<file path="src/rtl/spi3_pkg.sv">
package spi3_pkg;
  localparam int ADDR_W = 13;
  localparam int DATA_W = 8;

  localparam logic [12:0] A_CHAN = 13'h0003;
  localparam logic [12:0] A_MODE = 13'h0005;
  localparam logic [12:0] A_CLK  = 13'h0006;
  localparam logic [12:0] A_IREF = 13'h0008;
  localparam logic [12:0] A_FMT  = 13'h0011;

  typedef enum logic [1:0] {FR_IDLE, FR_HDR, FR_DATA, FR_DONE} fr_state_e;

  typedef struct packed {
    logic [1:0] chan;
    logic [1:0] op;
    logic       clkdiv;
    logic       dcs;
    logic       iref_en;
    logic [2:0] iref_lvl;
    logic [1:0] fmt;
  } cfg_t;

  localparam cfg_t CFG_DEF = '{chan: 2'b11, op: 2'b00, clkdiv: 1'b0, dcs: 1'b1,
                               iref_en: 1'b0, iref_lvl: 3'd0, fmt: 2'b00};
endpackage

</file>
<file path="src/rtl/spi3_sync.sv">
module spi3_sync #(
  parameter int         W       = 3,
  parameter logic [W-1:0] RST_VAL = '0
) (
  input  logic         clk_i,
  input  logic         rst_ni,
  input  logic [W-1:0] d_i,
  output logic [W-1:0] q_o
);
  for (genvar g = 0; g < W; g++) begin : g_bit
    logic s1, s2;
    always_ff @(posedge clk_i or negedge rst_ni) begin
      if (!rst_ni) begin
        s1 <= RST_VAL[g];
        s2 <= RST_VAL[g];
      end else begin
        s1 <= d_i[g];
        s2 <= s1;
      end
    end
    assign q_o[g] = s2;
  end
endmodule

</file>
<file path="src/rtl/spi3_frame.sv">
module spi3_frame
  import spi3_pkg::*;
#(
  parameter int AW = ADDR_W,
  parameter int DW = DATA_W
) (
  input  logic          clk_i,
  input  logic          rst_ni,
  input  logic          cs_s_i,
  input  logic          sclk_s_i,
  input  logic          sdio_s_i,
  input  logic [DW-1:0] rd_data_i,
  output logic [AW-1:0] rd_addr_o,
  output logic          wr_en_o,
  output logic [AW-1:0] wr_addr_o,
  output logic [DW-1:0] wr_data_o,
  output logic          rd_mode_o,
  output logic          sdio_o,
  output logic          sdio_oe_o
);
  localparam int HW = AW + 3;
  localparam int CW = $clog2(HW);
  localparam int IW = $clog2(DW);

  fr_state_e     st_q;
  logic [CW-1:0] cnt_q;
  logic [HW-2:0] sr_q;
  logic          rw_q;
  logic [1:0]    len_q, left_q;
  logic [AW-1:0] addr_q;
  logic          sclk_p_q;
  logic          rise, fall;
  logic [HW-1:0] hdr_full;
  logic [IW-1:0] bidx;

  assign rise     = sclk_s_i & ~sclk_p_q;
  assign fall     = ~sclk_s_i & sclk_p_q;
  assign hdr_full = {sr_q, sdio_s_i};
  assign bidx     = IW'(DW - 1) - cnt_q[IW-1:0];

  always_ff @(posedge clk_i or negedge rst_ni) begin
    if (!rst_ni) begin
      st_q      <= FR_IDLE;
      cnt_q     <= '0;
      sr_q      <= '0;
      rw_q      <= 1'b0;
      len_q     <= '0;
      left_q    <= '0;
      addr_q    <= '0;
      sclk_p_q  <= 1'b0;
      wr_en_o   <= 1'b0;
      wr_addr_o <= '0;
      wr_data_o <= '0;
      sdio_o    <= 1'b0;
      sdio_oe_o <= 1'b0;
    end else begin
      sclk_p_q <= sclk_s_i;
      wr_en_o  <= 1'b0;
      if (cs_s_i) begin
        st_q      <= FR_IDLE;
        cnt_q     <= '0;
        sdio_oe_o <= 1'b0;
      end else begin
        unique case (st_q)
          FR_IDLE: begin
            st_q  <= FR_HDR;
            cnt_q <= '0;
          end
          FR_HDR: if (rise) begin
            if (cnt_q == CW'(HW - 1)) begin
              rw_q   <= hdr_full[HW-1];
              len_q  <= hdr_full[HW-2:HW-3];
              left_q <= hdr_full[HW-2:HW-3];
              addr_q <= hdr_full[AW-1:0];
              st_q   <= FR_DATA;
              cnt_q  <= '0;
            end else begin
              sr_q  <= {sr_q[HW-3:0], sdio_s_i};
              cnt_q <= cnt_q + 1'b1;
            end
          end
          FR_DATA: begin
            if (fall && rw_q) begin
              sdio_o    <= rd_data_i[bidx];
              sdio_oe_o <= 1'b1;
            end
            if (rise) begin
              sr_q <= {sr_q[HW-3:0], sdio_s_i};
              if (cnt_q == CW'(DW - 1)) begin
                cnt_q <= '0;
                if (!rw_q) begin
                  wr_en_o   <= 1'b1;
                  wr_addr_o <= addr_q;
                  wr_data_o <= {sr_q[DW-2:0], sdio_s_i};
                end
                addr_q <= addr_q - 1'b1;
                left_q <= left_q - 1'b1;
                if (len_q != 2'b11 && left_q == 2'b00) begin
                  st_q      <= FR_DONE;
                  sdio_oe_o <= 1'b0;
                end
              end else begin
                cnt_q <= cnt_q + 1'b1;
              end
            end
          end
          default: ;
        endcase
      end
    end
  end

  assign rd_addr_o = addr_q;
  assign rd_mode_o = rw_q;
endmodule

</file>
<file path="src/rtl/spi3_regfile.sv">
module spi3_regfile
  import spi3_pkg::*;
#(
  parameter int AW = ADDR_W,
  parameter int DW = DATA_W
) (
  input  logic          clk_i,
  input  logic          rst_ni,
  input  logic          wr_en_i,
  input  logic [AW-1:0] wr_addr_i,
  input  logic [DW-1:0] wr_data_i,
  input  logic [AW-1:0] rd_addr_i,
  output logic [DW-1:0] rd_data_o,
  output cfg_t          cfg_o,
  output logic          swrst_o
);
  cfg_t cfg_q;
  logic swrst_q;

  always_ff @(posedge clk_i or negedge rst_ni) begin
    if (!rst_ni) begin
      cfg_q   <= CFG_DEF;
      swrst_q <= 1'b0;
    end else if (swrst_q) begin
      cfg_q   <= CFG_DEF;
      swrst_q <= 1'b0;
    end else if (wr_en_i) begin
      case (wr_addr_i)
        AW'(A_CHAN): cfg_q.chan <= wr_data_i[1:0];
        AW'(A_MODE): begin
          cfg_q.op <= wr_data_i[1:0];
          swrst_q  <= wr_data_i[7];
        end
        AW'(A_CLK): begin
          cfg_q.clkdiv <= wr_data_i[4];
          cfg_q.dcs    <= wr_data_i[0];
        end
        AW'(A_IREF): begin
          cfg_q.iref_en  <= wr_data_i[3];
          cfg_q.iref_lvl <= wr_data_i[2:0];
        end
        AW'(A_FMT): cfg_q.fmt <= wr_data_i[1:0];
        default: ;
      endcase
    end
  end

  always_comb begin
    rd_data_o = '0;
    case (rd_addr_i)
      AW'(A_CHAN): rd_data_o[1:0] = cfg_q.chan;
      AW'(A_MODE): begin
        rd_data_o[1:0] = cfg_q.op;
        rd_data_o[7]   = swrst_q;
      end
      AW'(A_CLK): begin
        rd_data_o[4] = cfg_q.clkdiv;
        rd_data_o[0] = cfg_q.dcs;
      end
      AW'(A_IREF): rd_data_o[3:0] = {cfg_q.iref_en, cfg_q.iref_lvl};
      AW'(A_FMT):  rd_data_o[1:0] = cfg_q.fmt;
      default: ;
    endcase
  end

  assign cfg_o   = cfg_q;
  assign swrst_o = swrst_q;
endmodule

</file>
<file path="src/rtl/spi3_ctrl.sv">
module spi3_ctrl
  import spi3_pkg::*;
#(
  parameter int AW = ADDR_W,
  parameter int DW = DATA_W
) (
  input  logic       clk_i,
  input  logic       rst_ni,
  input  logic       cs_i,
  input  logic       sclk_i,
  input  logic       sdio_i,
  output logic       sdio_o,
  output logic       sdio_oe_o,
  input  logic       pin_fmt_i,
  input  logic       pin_dcs_i,
  output logic       spi_mode_o,
  output logic       swrst_o,
  output logic [1:0] chan_o,
  output logic [1:0] op_mode_o,
  output logic       clkdiv_o,
  output logic       dcs_o,
  output logic       iref_en_o,
  output logic [2:0] iref_lvl_o,
  output logic [1:0] fmt_o
);
  logic [2:0]    sync_q;
  logic          cs_s, sclk_s, sdio_s;
  logic          cs_p_q, spi_mode_q;
  logic [AW-1:0] rd_addr, wr_addr;
  logic [DW-1:0] rd_data, wr_data;
  logic          wr_en, rd_mode;
  cfg_t          cfg;

  spi3_sync #(.W(3), .RST_VAL(3'b100)) u_sync (
    .clk_i  (clk_i),
    .rst_ni (rst_ni),
    .d_i    ({cs_i, sclk_i, sdio_i}),
    .q_o    (sync_q)
  );
  assign {cs_s, sclk_s, sdio_s} = sync_q;

  // strap-to-register switch is one-way
  always_ff @(posedge clk_i or negedge rst_ni) begin
    if (!rst_ni) begin
      cs_p_q     <= 1'b1;
      spi_mode_q <= 1'b0;
    end else begin
      cs_p_q     <= cs_s;
      spi_mode_q <= spi_mode_q | (cs_p_q & ~cs_s);
    end
  end

  spi3_frame #(.AW(AW), .DW(DW)) u_frame (
    .clk_i     (clk_i),
    .rst_ni    (rst_ni),
    .cs_s_i    (cs_s),
    .sclk_s_i  (sclk_s),
    .sdio_s_i  (sdio_s),
    .rd_data_i (rd_data),
    .rd_addr_o (rd_addr),
    .wr_en_o   (wr_en),
    .wr_addr_o (wr_addr),
    .wr_data_o (wr_data),
    .rd_mode_o (rd_mode),
    .sdio_o    (sdio_o),
    .sdio_oe_o (sdio_oe_o)
  );

  spi3_regfile #(.AW(AW), .DW(DW)) u_regs (
    .clk_i     (clk_i),
    .rst_ni    (rst_ni),
    .wr_en_i   (wr_en),
    .wr_addr_i (wr_addr),
    .wr_data_i (wr_data),
    .rd_addr_i (rd_addr),
    .rd_data_o (rd_data),
    .cfg_o     (cfg),
    .swrst_o   (swrst_o)
  );

  assign spi_mode_o = spi_mode_q;
  assign chan_o     = cfg.chan;
  assign op_mode_o  = cfg.op;
  assign clkdiv_o   = cfg.clkdiv;
  assign iref_en_o  = cfg.iref_en;
  assign iref_lvl_o = cfg.iref_lvl;
  assign dcs_o      = spi_mode_q ? cfg.dcs : pin_dcs_i;
  assign fmt_o      = spi_mode_q ? cfg.fmt : {1'b0, pin_fmt_i};
endmodule

</file>
<file path="config.mk">
export PLATFORM = sky130hd
export DESIGN_NAME = spi3_ctrl
export DESIGN_NICKNAME = d
export VERILOG_FILES = /design/src/rtl/spi3_pkg.sv /design/src/rtl/spi3_sync.sv /design/src/rtl/spi3_frame.sv /design/src/rtl/spi3_regfile.sv /design/src/rtl/spi3_ctrl.sv
export SDC_FILE = /design/constraint.sdc
export NUM_CORES = 1
export LEC_CHECK = 0
export ABC_AREA = 1
export CAP_MARGIN = 20
export CORE_MARGIN = 5
export CORE_UTILIZATION = 40
export CTS_BUF_LIST = sky130_fd_sc_hd__clkbuf_4
export CTS_CLUSTER_SIZE = 20
export DETAILED_ROUTE_END_ITERATION = 7
export PLACE_DENSITY = 0.66
export RECOVER_POWER = 50
export SLEW_MARGIN = 15
export SYNTH_ARGS = -nofsm -noshare
export SYNTH_HDL_FRONTEND = slang
export SYNTH_HIERARCHICAL = 1
export SYNTH_SLANG_ARGS = --single-unit
</file>
<file path="constraint.sdc">
create_clock -name clk_i -period 3.15 [get_ports clk_i]
set_clock_uncertainty 0.15 [all_clocks]
set_input_delay 0.4725 -clock clk_i [delete_from_list [all_inputs] [get_ports clk_i]]
set_output_delay 0.4725 -clock clk_i [all_outputs]
set_load 0.005 [all_outputs]
</file>
==> flow_metrics.tcl, run 1 <==
set metrics [dict create \
    synthToLayoutAreaGrowth_pct 8.469 \
    drtPass1Iterations 5 \
    wl_per_cell_um 12.50 \
    synth_area_um2 4447 \
    grt_usage 0.1519 \
    clkLatencyLatePin_ns 0.44 \
    grt_max_degree 84 \
    place_ws_ns 0.9962 \
    r2r_slack_ns 1.00 \
    design_area_um2 4823 \
    setup_tns_ns 0 \
    ios 23 \
    clockRootBuffer "clkbuf_4" \
    required_ns 2.53 \
    seq_area_um2 2085 \
    p_leak_nw 2.296 \
    finalCritPeriodShare 0.7181 \
    critPathLaunchType "flop" \
    cts_made_buffers 9 \
    rsz0062_at_grt "false" \
    slew_viol_final 0 \
    portBuffers 22 \
    syn-mean-instance-area_um2 7.774 \
    slew_headroom 0.4879 \
    die-area_um2 13330 \
    grt_pass1_wl_um 16280 \
    syn_inst 572 \
    worst-setup-path-type "flop to output pin" \
    clk_pin_slew_ns 0.13 \
    row_count 38 \
    hold_viol 0 \
    cellPowerDensity_nw_per_um2 598.7 \
    cts.sinks 83 \
    max_freq_ghz 0.4421 \
    maxCapViolCount 0 \
    placed_area_um2 4700 \
    yosysWarnings 6 \
    finalSetupViolCount 0 \
    gp_congestion 0.8581 \
    die_x_um 115.4 \
    wl_um 9178 \
    final_nets 601 \
    hold_path_class "flop to flop" \
    path_max_fanout 3 \
    cts_tree "done" \
    status "finished clean" \
    tightest_slew_ns 0.7681 \
    antenna_found_initial 1 \
    crit_path_end_kind "output pin" \
    crit_arrival_ns 1.64 \
    fin_ws_ns 0.8880 \
    htreeDepth 3 \
    vias 3598 \
    die_y_um 115.4 \
    postCtsSetupBuffers 0 \
    place.detailed.hpwl_um 6712 \
    avgViaCountPerCell 4.902 \
    fillCellCount 1086 \
    ir_drop_v 0.0002198 \
    cts_buffer_depth 2 \
    drtAntennaViolNets 0 \
    period_needed_ns 2.262 \
    drive_above_1_share 0.1180 \
    start_util 0.4084 \
    layout_commonest_cell "nand2_1" \
    drc_errors 0 \
    core_um2 10890 \
    drt_iter0_drc 328 \
    grt_pass1_vias 3561 \
    cts_resized 0 \
    multi_input_area_um2 1908 \
    overflow 0 \
    layout_common_cells "nand2_1 (167), dfrtp_1 (77), inv_1 (67)" \
]
metrics by stage:
stage | util | hold WS, ns | std cells | total power (W)
finish | 0.4430 | 0.2142 | 734 | 0.002888
global route | 0.4430 | 0.2303 | 734 | 0.003139
CTS | 0.4420 | 0.08726 | 732 | 0.002909
detailed placement | 0.4316 | 0.1864 | 716 | 0.002372
global placement | 0.4316 | 0.1826 | 716 | 0.002330
floorplan | - | 0.02691 | 573 | 0.002168
flip-flops by register name, summed over array words and instances, names as in the netlist:
signal / count
cs_p_q: 1
spi_mode_o: 1
u_frame/cnt_q: 4
u_frame/left_q: 2
u_frame/len_q: 2
u_frame/rd_addr_o: 13
u_frame/rd_mode_o: 1
u_frame/sclk_p_q: 1
u_frame/sdio_o: 1
u_frame/sdio_oe_o: 1
u_frame/sr_q: 15
u_frame/st_q: 2
u_frame/wr_addr_o: 13
u_frame/wr_data_o: 6
u_frame/wr_en_o: 1
u_regs/cfg_o: 12
u_regs/swrst_o: 1
u_sync/g_bit.s1: 3
u_sync/g_bit.s2: 3
critical path, stage by stage (launching register included):
cell,delay (ns)
dfstp_2,0.58
nand2_1,0.06
nand2_1,0.07
clkdlybuf4s50_1,0.50
path summary, 6_finish.rpt:
path	startpoint	endpoint	cells past startpoint
worst max-delay path	u_regs/cfg_o[6]	dcs_o	3
min in group asynchronous	rst_ni	u_frame/wr_addr_o[11]	2
worst max register to register	u_frame/rd_addr_o[8]	u_frame/sdio_o	11
worst min-delay path	u_sync/g_bit[1].s1	u_sync/g_bit[1].s2	0
max in group asynchronous	rst_ni	u_frame/rd_addr_o[3]	2
worst min register to register	u_sync/g_bit[1].s1	u_sync/g_bit[1].s2	0
routing by layer:
metal / track usage / wire, um / up-vias
li1: - / - / 1832
met1: 0.2021 / 4470 / 1681
met2: 0.2446 / 4193 / 68
met3: 0.02037 / 300 / 17
met4: 0.07512 / 213 / 0
met5: 0 / 0 / -
final cells by class:
class                           instances  area share
Multi-Input combinational cell        395      0.3956
Timing Repair Buffer                   26     0.05266
Tap cell                              140     0.03632
Clock inverter                          5    0.006226
Clock buffer                           11     0.01712
Antenna cell                            1   0.0005188
Sequential cell                        83      0.4322
Inverter                               73     0.05940
power breakdown:
| part | total [W] | internal, W | switching, W | leakage [nW] |
|---|---|---|---|---|
| combinational | 0.000993 | 0.000314 | 0.000679 | 1.14 |
| clock | 0.000536 | 0.000176 | 0.000359 | 0.0643 |
| sequential | 0.00136 | 0.00121 | 0.000152 | 1.09 |
| total | 0.00289 | 0.00170 | 0.00119 | 2.30 |
timing repair:
action / in CTS / in global routing
hold buffers: 0 / 1
hold endpoints to repair: 0 / 64
setup endpoints to repair: 0 / 0
Note: power is estimated with default switching activity, not from simulation.
==> run 2: changes to the inputs <==
==> constraint.sdc (replaced) <==
create_clock -name clk_i -period 2.1 [get_ports clk_i]
set_clock_uncertainty 0.15 [all_clocks]
set_input_delay 0.315 -clock clk_i [delete_from_list [all_inputs] [get_ports clk_i]]
set_output_delay 0.315 -clock clk_i [all_outputs]
set_load 0.005 [all_outputs]
==> flow_metrics.tcl, run 2 (same netlist as run 1, synthesis figures left out) <==
set metrics [dict create \
    layout_common_cells "nand2_1 (167), dfrtp_1 (76), inv_1 (67)" \
    maxCapViolCount 0 \
    cts_tree "done" \
    clk_pin_slew_ns 0.13 \
    place.detailed.hpwl_um 7170 \
    synthToLayoutAreaGrowth_pct 11.03 \
    vias 3612 \
    pwr-share-comb 0.354 \
    wl_um 9716 \
    path_max_fanout 3 \
    grt_pass1_wl_um 16820 \
    slowest_delay_ns 0.58 \
    wl_per_cell_um 13.04 \
    fin_ws_ns 0.1366 \
    cp_slowest_cell "dfstp_2" \
    critPathLaunchType "flop" \
    start_util 0.4084 \
    clkLatencyLatePin_ns 0.42 \
    grt_pass1_vias 3533 \
    place_ws_ns 0.1256 \
    drtAntennaViolNets 0 \
    drive_above_1_share 0.1358 \
    status "finished clean" \
    cellPowerDensity_nw_per_um2 917.8 \
    r2r_slack_ns 0.20 \
    avgViaCountPerCell 4.848 \
    finalSetupViolCount 0 \
    overflow 0 \
    seqPwrFrac 0.450 \
    final_nets 613 \
    switching_share 0.4069 \
    largest_reg_flops 15 \
    max_freq_ghz 0.5093 \
    p_leak_nw 2.385 \
    die_x_um 115.4 \
    tightest_slew_ns 1.032 \
    crit_buf_inv 1 \
    setup_tns_ns 0 \
    period_needed_ns 1.963 \
    cts.sinks 83 \
    dp_cells 726 \
    slew_headroom 0.3122 \
    worst-setup-path-type "flop to output pin" \
    die-area_um2 13330 \
    crit_chain "clkdlybuf4s50_1" \
    hold_viol 0 \
    htreeDepth 3 \
    drtPass1Iterations 4 \
    grt_usage 0.1581 \
    crit_family "flip-flops" \
    rsz0062_at_grt "false" \
    ios 23 \
    crit_arrival_ns 1.50 \
    p_sw_w 0.001844 \
    die_y_um 115.4 \
    crit_path_end_kind "output pin" \
    core_um2 10890 \
    portBuffers 22 \
    cts_buffer_depth 2 \
    slew_viol_final 0 \
    clockRootBuffer "clkbuf_4" \
    instances_no_fill 745 \
    finalCritPeriodShare 0.9350 \
    required_ns 1.63 \
    regMostFlops "u_frame/sr_q" \
    antenna_found_initial 1 \
    power.share.clock 0.195 \
    layout_commonest_cell "nand2_1" \
    cts_made_buffers 9 \
    hold_path_class "flop to flop" \
    p_int_w 0.002688 \
    gp_congestion 0.8515 \
    drc_errors 0 \
    ir_drop_v 0.0003385 \
    grt_max_degree 49 \
    drt_iter0_drc 327 \
    row_count 38 \
]
==> run 2: cell count changes in the layout (fill, tap and decap cells not counted), moves of 2 or more <==
cell,change
dlymetal6s2s_1,+2
clkbuf_4,-2
buf_4,+9
clkdlybuf4s50_1,-2
==> run 2: metrics by stage <==
| step | hold WS [ns] | total power, W | cell area (um^2) | utilization |
|---|---|---|---|---|
| after floorplan | -0.1306 | 0.003252 | 4451 | - |
| after global placement | 0.06203 | 0.003598 | 4787 | 0.4397 |
| after detailed placement | 0.06572 | 0.003639 | 4787 | 0.4397 |
| after CTS | 0.1071 | 0.004536 | 4930 | 0.4528 |
| after global routing | 0.2104 | 0.004924 | 4937 | 0.4535 |
| final | 0.2026 | 0.004532 | 4937 | 0.4535 |
==> run 2: power by group through the flow <==
stage | sequential, W | clock (W) | combinational (W)
finish | 0.00204 | 0.000886 | 0.00160
global route | 0.00209 | 0.00101 | 0.00183
CTS | 0.00204 | 0.000920 | 0.00158
detailed placement | 0.00207 | 0 | 0.00157
global placement | 0.00207 | 0 | 0.00153
floorplan | 0.00200 | 0 | 0.00125
==> run 2: repair_timing <==
action / CTS / global route
endpoints found under the hold margin: 77 / 0
pin swaps: 0 / 1
hold buffers: 1 / 0
resized for setup: 0 / 4
setup endpoints to repair: 1 / 19
gates cloned: 0 / 1
buffers inserted: 1 / 0
==> run 2: final cells by class <==
type | instances | area (um^2)
diodes | 1 | 2.502
clock buffers | 9 | 67.56
clock inverters | 6 | 57.56
fillers | 1080 | 5951
inverters | 73 | 286.5
multi-input cells | 396 | 1927
flip-flops and latches | 83 | 2086
well taps | 140 | 175.2
repair buffers | 37 | 335.3
==> run 2: per-layer routing <==
layer | up-vias | GRT usage | wire length [um]
li1 | 1851 | - | -
met2 | 81 | 0.2473 | 4481
met4 | 0 | 0.06416 | 191
met3 | 16 | 0.02820 | 449
met1 | 1664 | 0.2183 | 4594
met5 | - | 0 | 0
==> run 2: final timing paths <==
path | end | from | cells after the start
max reg2reg | u_frame/rd_addr_o[4] | u_frame/st_q[0] | 10
min reg2reg | u_sync/g_bit[0].s2 | u_sync/g_bit[0].s1 | 0
max in group asynchronous | u_sync/g_bit[2].s1 | rst_ni | 3
max | chan_o[1] | u_regs/cfg_o[11] | 1
min in group asynchronous | u_frame/rd_addr_o[6] | rst_ni | 2
min | u_sync/g_bit[0].s2 | u_sync/g_bit[0].s1 | 0
==> run 3: changes to the inputs <==
--- a/config.mk
+++ b/config.mk
@@ -9,7 +9,6 @@
 export CAP_MARGIN = 20
 export CORE_MARGIN = 5
 export CORE_UTILIZATION = 40
-export CTS_BUF_LIST = sky130_fd_sc_hd__clkbuf_4
 export CTS_CLUSTER_SIZE = 20
 export DETAILED_ROUTE_END_ITERATION = 7
 export PLACE_DENSITY = 0.66
==> flow_metrics.tcl, run 3 (same netlist as run 1, synthesis figures left out) <==
set metrics [dict create \
    regMostFlops "u_frame/sr_q" \
    finalSetupViolCount 0 \
    grt_usage 0.1565 \
    cp_slowest_cell "dfstp_2" \
    place_ws_ns 0.1256 \
    portBuffers 22 \
    r2r_slack_ns 0.20 \
    hold_path_class "flop to flop" \
    die_x_um 115.4 \
    crit_buf_inv 1 \
    tightest_slew_ns 1.041 \
    drtPass1Iterations 5 \
    worst-setup-path-type "flop to output pin" \
    crit_family "flip-flops" \
    drive_above_1_share 0.1360 \
    maxCapViolCount 0 \
    htreeDepth 3 \
    required_ns 1.63 \
    core_um2 10890 \
    largest_reg_flops 15 \
    die-area_um2 13330 \
    clkLatencyLatePin_ns 0.34 \
    grt_pass1_wl_um 16770 \
    row_count 38 \
    p_leak_nw 2.378 \
    final_nets 612 \
    synthToLayoutAreaGrowth_pct 12.44 \
    cts_made_buffers 9 \
    layout_common_cells "nand2_1 (167), dfrtp_1 (77), inv_1 (67)" \
    cts_tree "done" \
    grt_max_degree 49 \
    antennaDiodeCount 0 \
    postCtsSetupBuffers 0 \
    crit_arrival_ns 1.51 \
    rsz0062_at_grt "false" \
    crit_chain "nand2_1 -> nand2_1 -> clkdlybuf4s50_1" \
    drt_iter0_drc 312 \
    antenna_found_initial 0 \
    die_y_um 115.4 \
    ir_drop_v 0.0003328 \
    wl_um 9672 \
    grt_pass1_vias 3548 \
    place.detailed.hpwl_um 7170 \
    cts.sinks 83 \
    ios 23 \
    start_util 0.4084 \
    fin_ws_ns 0.1266 \
    slew_viol_final 0 \
    gp_congestion 0.8515 \
    wl_per_cell_um 13.02 \
    path_max_fanout 3 \
    setup_tns_ns 0 \
    layout_commonest_cell "nand2_1" \
    drc_errors 0 \
    critPathLaunchType "flop" \
    max_freq_ghz 0.5067 \
    overflow 0 \
    finalCritPeriodShare 0.9397 \
    period_needed_ns 1.973 \
    slowest_delay_ns 0.56 \
    clockRootBuffer "clkbuf_8" \
    drtAntennaViolNets 0 \
    slew_headroom 0.3061 \
    crit_path_end_kind "output pin" \
    cellPowerDensity_nw_per_um2 963.3 \
    avgViaCountPerCell 4.908 \
    vias 3647 \
    hold_viol 0 \
    clk_pin_slew_ns 0.08 \
    status "finished clean" \
    cts_buffer_depth 2 \
    cp_common_cell "nand2_1" \
]
[run 3: cell type report]
| type | instances | area [um^2] |
|---|---|---|
| fill | 1074 | 5888 |
| sequential | 83 | 2085 |
| multi-input combinational | 396 | 1927 |
| timing repair buffer | 36 | 325.3 |
| inverter | 73 | 286.5 |
| tap | 140 | 175.2 |
| clock buffer | 11 | 151.4 |
| clock inverter | 4 | 50.05 |
[run 3: where the power goes]
group	switching, W	internal [W]	leakage (nW)
Clock	0.000565	0.000606	0.0974
Combinational	0.00108	0.000529	1.19
Sequential	0.000229	0.00181	1.09
Total	0.00187	0.00295	2.38
[run 3: metrics by stage]
| stage | instances | total power, W | util | hold slack (ns) | instance area [um^2] |
|---|---|---|---|---|---|
| after floorplan | 573 | 0.003252 | - | -0.1306 | 4451 |
| after global placement | 726 | 0.003598 | 0.4397 | 0.06203 | 4787 |
| after detailed placement | 726 | 0.003639 | 0.4397 | 0.06572 | 4787 |
| after CTS | 742 | 0.004824 | 0.4591 | 0.1971 | 4999 |
| after global routing | 743 | 0.005206 | 0.4592 | 0.2141 | 5000 |
| final | 743 | 0.004816 | 0.4592 | 0.1926 | 5000 |
[run 3: metal layers]
layer	vias up	GRT usage	wire (um)
met2	83	0.2481	4470
met1	1701	0.2167	4632
met5	-	0	0
li1	1848	-	-
met4	0	0.05477	181
met3	15	0.02820	388
[run 3: worst paths after layout]
check,depth (start not counted),start,to
worst max-delay path,3,u_regs/cfg_o[6],dcs_o
worst min-delay path,0,u_sync/g_bit[0].s1,u_sync/g_bit[0].s2
worst max register to register,10,u_frame/st_q[0],u_frame/rd_addr_o[4]
worst min register to register,0,u_sync/g_bit[0].s1,u_sync/g_bit[0].s2
max in group asynchronous,3,rst_ni,cs_p_q
min in group asynchronous,2,rst_ni,u_frame/rd_addr_o[10]
[run 3: what timing repair did]
item | CTS | global route
endpoints found under the hold margin | 16 | 0
hold buffers | 1 | 0
gates resized for setup | 0 | 1
setup endpoints to repair | 0 | 11
[run 3: worst register-to-register path, stage by stage, from the launching register on]
cell and delay [ns]:
dfrtp_1 0.40, inv_1 0.09, ha_2 0.26, buf_4 0.16
nand3_1 0.12, nor2_1 0.18, nand2_1 0.09, o21ai_0 0.13
nand2_1 0.10, inv_1 0.07, nor2_2 0.04
